### config.mk
export PLATFORM = sky130hd
export DESIGN_NAME = addr_brk_unit
export DESIGN_NICKNAME = d
export VERILOG_FILES = /design/src/rtl/brk_pkg.sv /design/src/rtl/brk_regs.sv /design/src/rtl/brk_match.sv /design/src/rtl/brk_pulse.sv /design/src/rtl/addr_brk_unit.sv
export SDC_FILE = /design/constraint.sdc
export NUM_CORES = 1
export LEC_CHECK = 0
export BUFFER_PORTS_ARGS = -buffer_cell sky130_fd_sc_hd__buf_2
export CAP_MARGIN = 10
export CORE_UTILIZATION = 40
export DETAILED_ROUTE_END_ITERATION = 10
export PLACE_DENSITY = 0.7
export SLEW_MARGIN = 10
export SYNTH_ARGS = -nofsm -noshare
export SYNTH_HDL_FRONTEND = slang
export SYNTH_SLANG_ARGS = --single-unit
### constraint.sdc
create_clock -name clk -period 2.9 [get_ports clk]
set_input_delay 0.145 -clock clk [delete_from_list [all_inputs] [get_ports clk]]
set_output_delay 0.145 -clock clk [all_outputs]
set_load 0.02 [all_outputs]
### src/rtl/brk_pkg.sv
package brk_pkg;
  localparam int DATA_W      = 8;
  localparam int CTRL_EN_BIT = 0;
  localparam int CTRL_PM_BIT = 1;
  localparam int CTRL_HIT_BIT = 2;

  typedef struct packed {
    logic en;
    logic pulse_mode;
    logic hit;
  } brk_ctrl_t;
endpackage

### src/rtl/brk_regs.sv
module brk_regs
  import brk_pkg::*;
#(
  parameter int ADDR_W = 16,
  localparam int NBYTES = ADDR_W / DATA_W,
  localparam int REG_AW = $clog2(NBYTES + 1)
) (
  input  logic              clk,
  input  logic              rst_n,
  input  logic              we,
  input  logic [REG_AW-1:0] addr,
  input  logic [DATA_W-1:0] wdata,
  input  logic              set_hit,
  output logic [ADDR_W-1:0] bp_addr,
  output brk_ctrl_t         ctrl,
  output logic [DATA_W-1:0] rdata
);
  localparam logic [REG_AW-1:0] CTRL_OFF = REG_AW'(NBYTES);

  logic [ADDR_W-1:0] bp_q, bp_d;
  brk_ctrl_t         ctrl_q, ctrl_d;
  logic              ctrl_wr;

  assign ctrl_wr = we && (addr == CTRL_OFF);

  always_comb begin
    bp_d = bp_q;
    for (int i = 0; i < NBYTES; i++) begin
      if (we && (addr == REG_AW'(i))) bp_d[i*DATA_W +: DATA_W] = wdata;
    end
  end

  always_comb begin
    ctrl_d = ctrl_q;
    if (ctrl_wr) begin
      ctrl_d.en         = wdata[CTRL_EN_BIT];
      ctrl_d.pulse_mode = wdata[CTRL_PM_BIT];
      if (wdata[CTRL_HIT_BIT]) ctrl_d.hit = 1'b0;
    end
    if (set_hit) ctrl_d.hit = 1'b1;
  end

  always_ff @(posedge clk or negedge rst_n) begin
    if (!rst_n) begin
      bp_q   <= '0;
      ctrl_q <= '0;
    end else begin
      bp_q   <= bp_d;
      ctrl_q <= ctrl_d;
    end
  end

  always_comb begin
    rdata = '0;
    for (int i = 0; i < NBYTES; i++) begin
      if (addr == REG_AW'(i)) rdata = bp_q[i*DATA_W +: DATA_W];
    end
    if (addr == CTRL_OFF) begin
      rdata[CTRL_EN_BIT]  = ctrl_q.en;
      rdata[CTRL_PM_BIT]  = ctrl_q.pulse_mode;
      rdata[CTRL_HIT_BIT] = ctrl_q.hit;
    end
  end

  assign bp_addr = bp_q;
  assign ctrl    = ctrl_q;
endmodule

### src/rtl/brk_match.sv
module brk_match #(
  parameter int ADDR_W = 16
) (
  input  logic              clk,
  input  logic              rst_n,
  input  logic [ADDR_W-1:0] cpu_addr,
  input  logic [ADDR_W-1:0] bp_addr,
  input  logic              en,
  output logic [ADDR_W-1:0] addr_q,
  output logic              match
);
  logic [ADDR_W-1:0] addr_r;

  always_ff @(posedge clk or negedge rst_n) begin
    if (!rst_n) addr_r <= '0;
    else        addr_r <= cpu_addr;
  end

  assign addr_q = addr_r;
  assign match  = en && (addr_r == bp_addr);
endmodule

### src/rtl/brk_pulse.sv
module brk_pulse #(
  parameter int PULSE_LEN = 8,
  localparam int CNT_W = $clog2(PULSE_LEN)
) (
  input  logic clk,
  input  logic rst_n,
  input  logic match,
  input  logic pulse_mode,
  output logic brk
);
  logic [CNT_W-1:0] cnt_q, cnt_d;
  logic             cnt_busy;

  assign cnt_busy = (cnt_q != '0);

  always_comb begin
    cnt_d = cnt_q;
    if (!pulse_mode)   cnt_d = '0;
    else if (match)    cnt_d = CNT_W'(PULSE_LEN - 1);
    else if (cnt_busy) cnt_d = cnt_q - 1'b1;
  end

  always_ff @(posedge clk or negedge rst_n) begin
    if (!rst_n) cnt_q <= '0;
    else        cnt_q <= cnt_d;
  end

  assign brk = match || (pulse_mode && cnt_busy);
endmodule

### src/rtl/addr_brk_unit.sv
module addr_brk_unit
  import brk_pkg::*;
#(
  parameter int ADDR_W    = 16,
  parameter int PULSE_LEN = 8,
  parameter int SYNC_STG  = 2,
  localparam int REG_AW = $clog2(ADDR_W / DATA_W + 1)
) (
  input  logic              clk,
  input  logic              rst_n,
  input  logic [ADDR_W-1:0] cpu_addr,
  input  logic              reg_we,
  input  logic [REG_AW-1:0] reg_addr,
  input  logic [DATA_W-1:0] reg_wdata,
  output logic [DATA_W-1:0] reg_rdata,
  output logic              brk_out
);
  logic [SYNC_STG-1:0] rst_sync_q;
  logic                rst_n_int;
  logic [ADDR_W-1:0]   bp_addr;
  logic [ADDR_W-1:0]   addr_q;
  brk_ctrl_t           ctrl;
  logic                match;

  always_ff @(posedge clk or negedge rst_n) begin
    if (!rst_n) rst_sync_q <= '0;
    else        rst_sync_q <= {rst_sync_q[SYNC_STG-2:0], 1'b1};
  end
  assign rst_n_int = rst_sync_q[SYNC_STG-1];

  brk_regs #(.ADDR_W(ADDR_W)) u_regs (
    .clk     (clk),
    .rst_n   (rst_n_int),
    .we      (reg_we),
    .addr    (reg_addr),
    .wdata   (reg_wdata),
    .set_hit (match),
    .bp_addr (bp_addr),
    .ctrl    (ctrl),
    .rdata   (reg_rdata)
  );

  brk_match #(.ADDR_W(ADDR_W)) u_match (
    .clk      (clk),
    .rst_n    (rst_n_int),
    .cpu_addr (cpu_addr),
    .bp_addr  (bp_addr),
    .en       (ctrl.en),
    .addr_q   (addr_q),
    .match    (match)
  );

  brk_pulse #(.PULSE_LEN(PULSE_LEN)) u_pulse (
    .clk        (clk),
    .rst_n      (rst_n_int),
    .match      (match),
    .pulse_mode (ctrl.pulse_mode),
    .brk        (brk_out)
  );
endmodule

# Yosys cells after proc, flatten, opt, wreduce, memory -nomap -nowiden
# Index checks and enable logic that the tools add are counted.
# op_classes
muxes	9
reduce_logical	11
n_addsub	1
eq_ne	4
# ops
op	count
$eq 16x16->1	1
$mux 8	2
$mux 3	4
$logic_and 1x1->1	5
$reduce_bool 2->1	2
$mux 1	3
$ne 3x3->1 const B	1
$reduce_bool 3->1	1
$sub 3x1->3 const B	1
$eq 2x1->1 const B	1
$eq 2x2->1 const B	1
$logic_not 2->1	1
$reduce_and 2->1	1
$logic_or 1x1->1	1
# totals
word_cells	33
ff_bits	40

# Longest topological paths before layout
# depth
depth_word	4
depth_mapped	6
ltp_nobuf	6

# Cells and area by module
# A second synthesis with hierarchy kept.
# unflattened
hier_cells	121
hier_area_um2	1716.6
# modules_own_cells
mod	seq_area_each_um2	instances	cells_each	area_per_inst_um2
brk_regs	475.5	1	61	889.6
brk_match	400.4	1	38	581.8
brk_pulse	75.1	1	19	191.4
addr_brk_unit	50.0	1	3	53.8

# Worst setup path before layout
# OpenSTA, ideal clock, no wires.
# synth_timing
path_type	register to output
from	register u_regs.bp_q[0], in the netlist u_regs.bp_addr[0]
to	output port brk_out
required_time_ns	2.755
setup_slack_ns	1.307
arrival_ns	1.448
path_stages_with_launch	5
path_cell_list	dfrtp_1 -> xor2_1 -> nor4_2 -> nand3_1 -> o21ai_0
# synth_via
elab_chain_len	3
# synth_rtl
element	line_no	source
start: declaration	brk_regs.sv:20	logic [ADDR_W-1:0] bp_q, bp_d;
start signal: assignment	brk_regs.sv:48	bp_q <= bp_d;
$eq 16x16->1	brk_match.sv:20	assign match = en && (addr_r == bp_addr);
$logic_and 1x1->1	brk_match.sv:20	
$logic_or 1x1->1	brk_pulse.sv:28	assign brk = match || (pulse_mode && cnt_busy);
end: declaration	addr_brk_unit.sv:16	output logic brk_out
# No other way between the ends.

# Worst setup path after layout
# layout_timing
from	register u_regs.bp_q[11], in the netlist u_regs.bp_addr[11]
to	output port brk_out
# The elaborated chain is that of the path after synthesis.

==> results.txt <==
The achievable frequency came out at 0.531 GHz. The total clock sinks is 40. The final routed wire length divided by cell count came out at 14.2 microns. The number of max-slew violations in the final report is 0.

The clock tree from TritonCTS is built. The antenna diode count came out at 0. The global-route usage over all layers is between 10% and 20%. In the final layout, the multi-input gates occupy between 600 and 700 sq um. The vertical die dimension came out at 67.2 microns. The largest vdd supply drop came out at 0.376 mV. At the pin with the least slew margin, the transition time is 518 ps. The detail route stage leaves a number of antenna-violating nets equal to 0. In this run the cell area of the synthesized design comes to 1700 sq um. The detailed placer's ending HPWL is around 2400 microns. The net count of the mapped netlist came out at 159. The number of global-route vias before repair is between 1000 and 1500.

In the routed design, unresolved DRC markers number 0. Setup repair after global routing left no endpoint under its margin. The headroom to the max-slew limit is 65.4%. The number of buffers created by CTS is 5. The path with the worst hold slack has its endpoint at u_regs.bp_addr[14]. In this run the core area contains 23 standard-cell rows. The highest net fanout along the worst path is 5. The average cell area after synthesis is roughly 13 sq um. The I/O pin count came out at 38. The arrival time at the worst endpoint is 1740 ps. The clock transition at the registers of the reported paths came out at 70 ps. The die covers ~4500 sq um. The beginning of the worst hold path is reg_wdata[6]. The cell count after synthesis is 128.

STA classifies the critical path startpoint as a flop. The final RePlAce weighted congestion came out at between 0.7 and 0.8. The first detailed-routing pass ran for 4 iterations. The warning count from the yosys run is 0. The number of maximum-capacitance violations came out at 0. The number of fill cells is 345. The number of cells upsized or downsized after cts is 0. The effective utilization at floorplan is 42.2%. The startpoint of the most critical register-to-register path is u_regs.bp_addr[0]. The cts-stage hold buffer count is 17.

The first-pass GRT wire length is 5780 microns. The cell sitting at the root of the clock tree is a clkbuf_8. The number of cells on the worst reg-to-reg path is 4. The setup slack of the most critical reg-to-reg path is approximately 1500 ps. The path class of the tightest hold or removal check is input pin to flop. The setup TNS is 0 ps. The leakage power summed over all cells is 1.04 nW. The total number of vias is 1167. The post-route netlist has around a third of its cells at a drive strength greater than 1. The via-per-instance ratio came out at 4.88.

The first-iteration detailed-routing DRC count came out at 8. The final hold violation count is 0. The horizontal extent of the die came out at ~67 microns. The clock period could shrink to 1880 ps. Prior to clock tree synthesis, the placed netlist has a worst setup slack of 1320 ps.

In this run the number of H-tree levels came out at 2. The flow ran to the end, and the final reports show no timing, DRC or antenna violations. The total non-filler cell area in the finished layout is 2210 sq um.

The maximum number of buffers from clock root to sink is 2. The standard cell core area is 4030 sq um. The worst-skew pair later-pin latency is 290 ps. The initial antenna violation count is 0.

Of the synthesized area, sequential elements account for between 50% and 60%. Registers take 1000 sq um. The worst setup path is of the flop to output pin kind. The hold-critical path depth is 2.

STA classifies the critical path endpoint as an output pin. In the final design database the tool counted 219 nets. The endpoint identified for the worst register-to-register timing path is u_pulse.cnt_q[0]. The maximum number of pins on one net before global-route repair is 39. The placement-stage cell area came out at 1930 sq um. Setup violations remaining at the end of the flow were counted as 0. The count of buffers added by post-CTS timing repair for setup is 0. The required time at the endpoint of the critical path is ~2800 ps.

After synthesis the netlist holds a flip-flop and latch count of 40. Leaving out fill and tap cells, the most frequent cells in the layout are dfrtp_1, buf_2, mux2_2. The layout overhead on the synthesized area is 29.9%. The count of distinct cell types in the synthesized netlist came out at 24. The total congestion overflow after global routing came out at 0. The total wire length is 3390 microns. Setup slack on the critical path of the routed design comes to 1020 ps. On the final layout, the worst clock skew is approximately 2.1 ps.

Input and output buffers added on the ports amount to 37. The total power per unit cell area is ~660 nW/um^2. The share of the clock period used by the worst path is between 60 and 70%. The most frequent standard cell in the layout excluding fill and tap cells is dfrtp_1.
==> critical path: stages, from the launching register on <==
cell and delay [ps]:
dfrtp_1 410, xor2_1 170, nor4_1 280, nand3_1 200, o21ai_0 210, buf_2 190
==> layer usage <==
metal  part of all wire, %  track usage (%)
met4                   1.1             5.59
met3                   3.6             5.74
met2                    52             31.4
met5                     0                0
met1                    44             20.9
==> registers in the layout, indices dropped and copies added (netlist names) <==
| name | flops |
|---|---|
| u_match.addr_q | 16 |
| u_regs.bp_addr | 16 |
| u_pulse.cnt_q | 3 |
| u_regs.ctrl | 3 |
| rst_sync_q | 2 |
==> final cells by class <==
| class | count | area share (%) |
|---|---|---|
| flip-flops and latches | 40 | 45.3 |
| inverters | 3 | 0.510 |
| clock inverters | 2 | 1.59 |
| multi-input cells | 83 | 30.0 |
| clock buffers | 6 | 3.29 |
| repair buffers | 55 | 16.4 |
| well taps | 50 | 2.83 |
==> report_power, final <==
part	internal, mW	leakage (nW)	switching (mW)	total [mW]
Combinational	0.169	0.507	0.165	0.334
Sequential	0.635	0.477	0.0608	0.696
Clock	0.255	0.0552	0.182	0.437
Total	1.06	1.04	0.408	1.47
==> cells in the mapped netlist <==
cell type | n | area share (%)
xor2_1 | 15 | 7.7
nand3b_1 | 1 | 0.44
o211ai_1 | 1 | 0.44
nor2_1 | 6 | 1.3
nand2_1 | 8 | 1.8
mux2i_1 | 8 | 4.7
buf_6 | 1 | 0.66
dfrtp_1 | 40 | 59
nor4_1 | 2 | 0.74
xnor2_1 | 2 | 1.0
and2b_1 | 1 | 0.44
ha_1 | 2 | 1.5
nor3_1 | 1 | 0.29
clkbuf_8 | 1 | 0.81
nand2_2 | 1 | 0.37
conb_1 | 1 | 0.22
nand4_1 | 1 | 0.37
mux2_2 | 18 | 12
o21ai_0 | 10 | 2.9
inv_1 | 3 | 0.66
nor4_2 | 1 | 0.74
nor3b_4 | 1 | 1.1
nand2b_1 | 1 | 0.37
nand3_1 | 2 | 0.59
==> how the worst max path moves through the flow <==
stage | start | end | slack [ps] | depth (start not counted)
after floorplan | u_regs.bp_addr[0] | brk_out | 1310 | 4
after global placement | u_regs.bp_addr[11] | brk_out | 1360 | 5
after detailed placement | u_regs.bp_addr[11] | brk_out | 1320 | 5
after CTS | u_regs.bp_addr[11] | brk_out | 1000 | 5
after global routing | u_regs.bp_addr[15] | brk_out | 850 | 5
final | u_regs.bp_addr[11] | brk_out | 1020 | 5
==> through the flow <==
step	utilization, %	power [mW]	hold WS (ps)	instances
detailed placement	47.9	1.03	-62.7	214
global route	54.8	1.56	84.9	239
finish	54.8	1.47	99.5	239
CTS	54.8	1.48	96.6	239
floorplan	-	0.932	-151	128
global placement	47.9	1.01	-69.9	214
==> cell families (layout without fill, tap and decap cells) <==
kind of cell    count (synthesis)  in the layout  share of synthesized area (%)
buf+inv                         5             66                           2.13
compound gates                 11             11                           3.39
simple gates                   26             26                           8.54
mux                            26             26                           16.6
other cells                     1              1                          0.221
flops                          40             40                           58.9
xor+xnor                       17             17                           8.76
fa+ha+maj                       2              2                           1.47
Power figures use the tool's default switching activity.
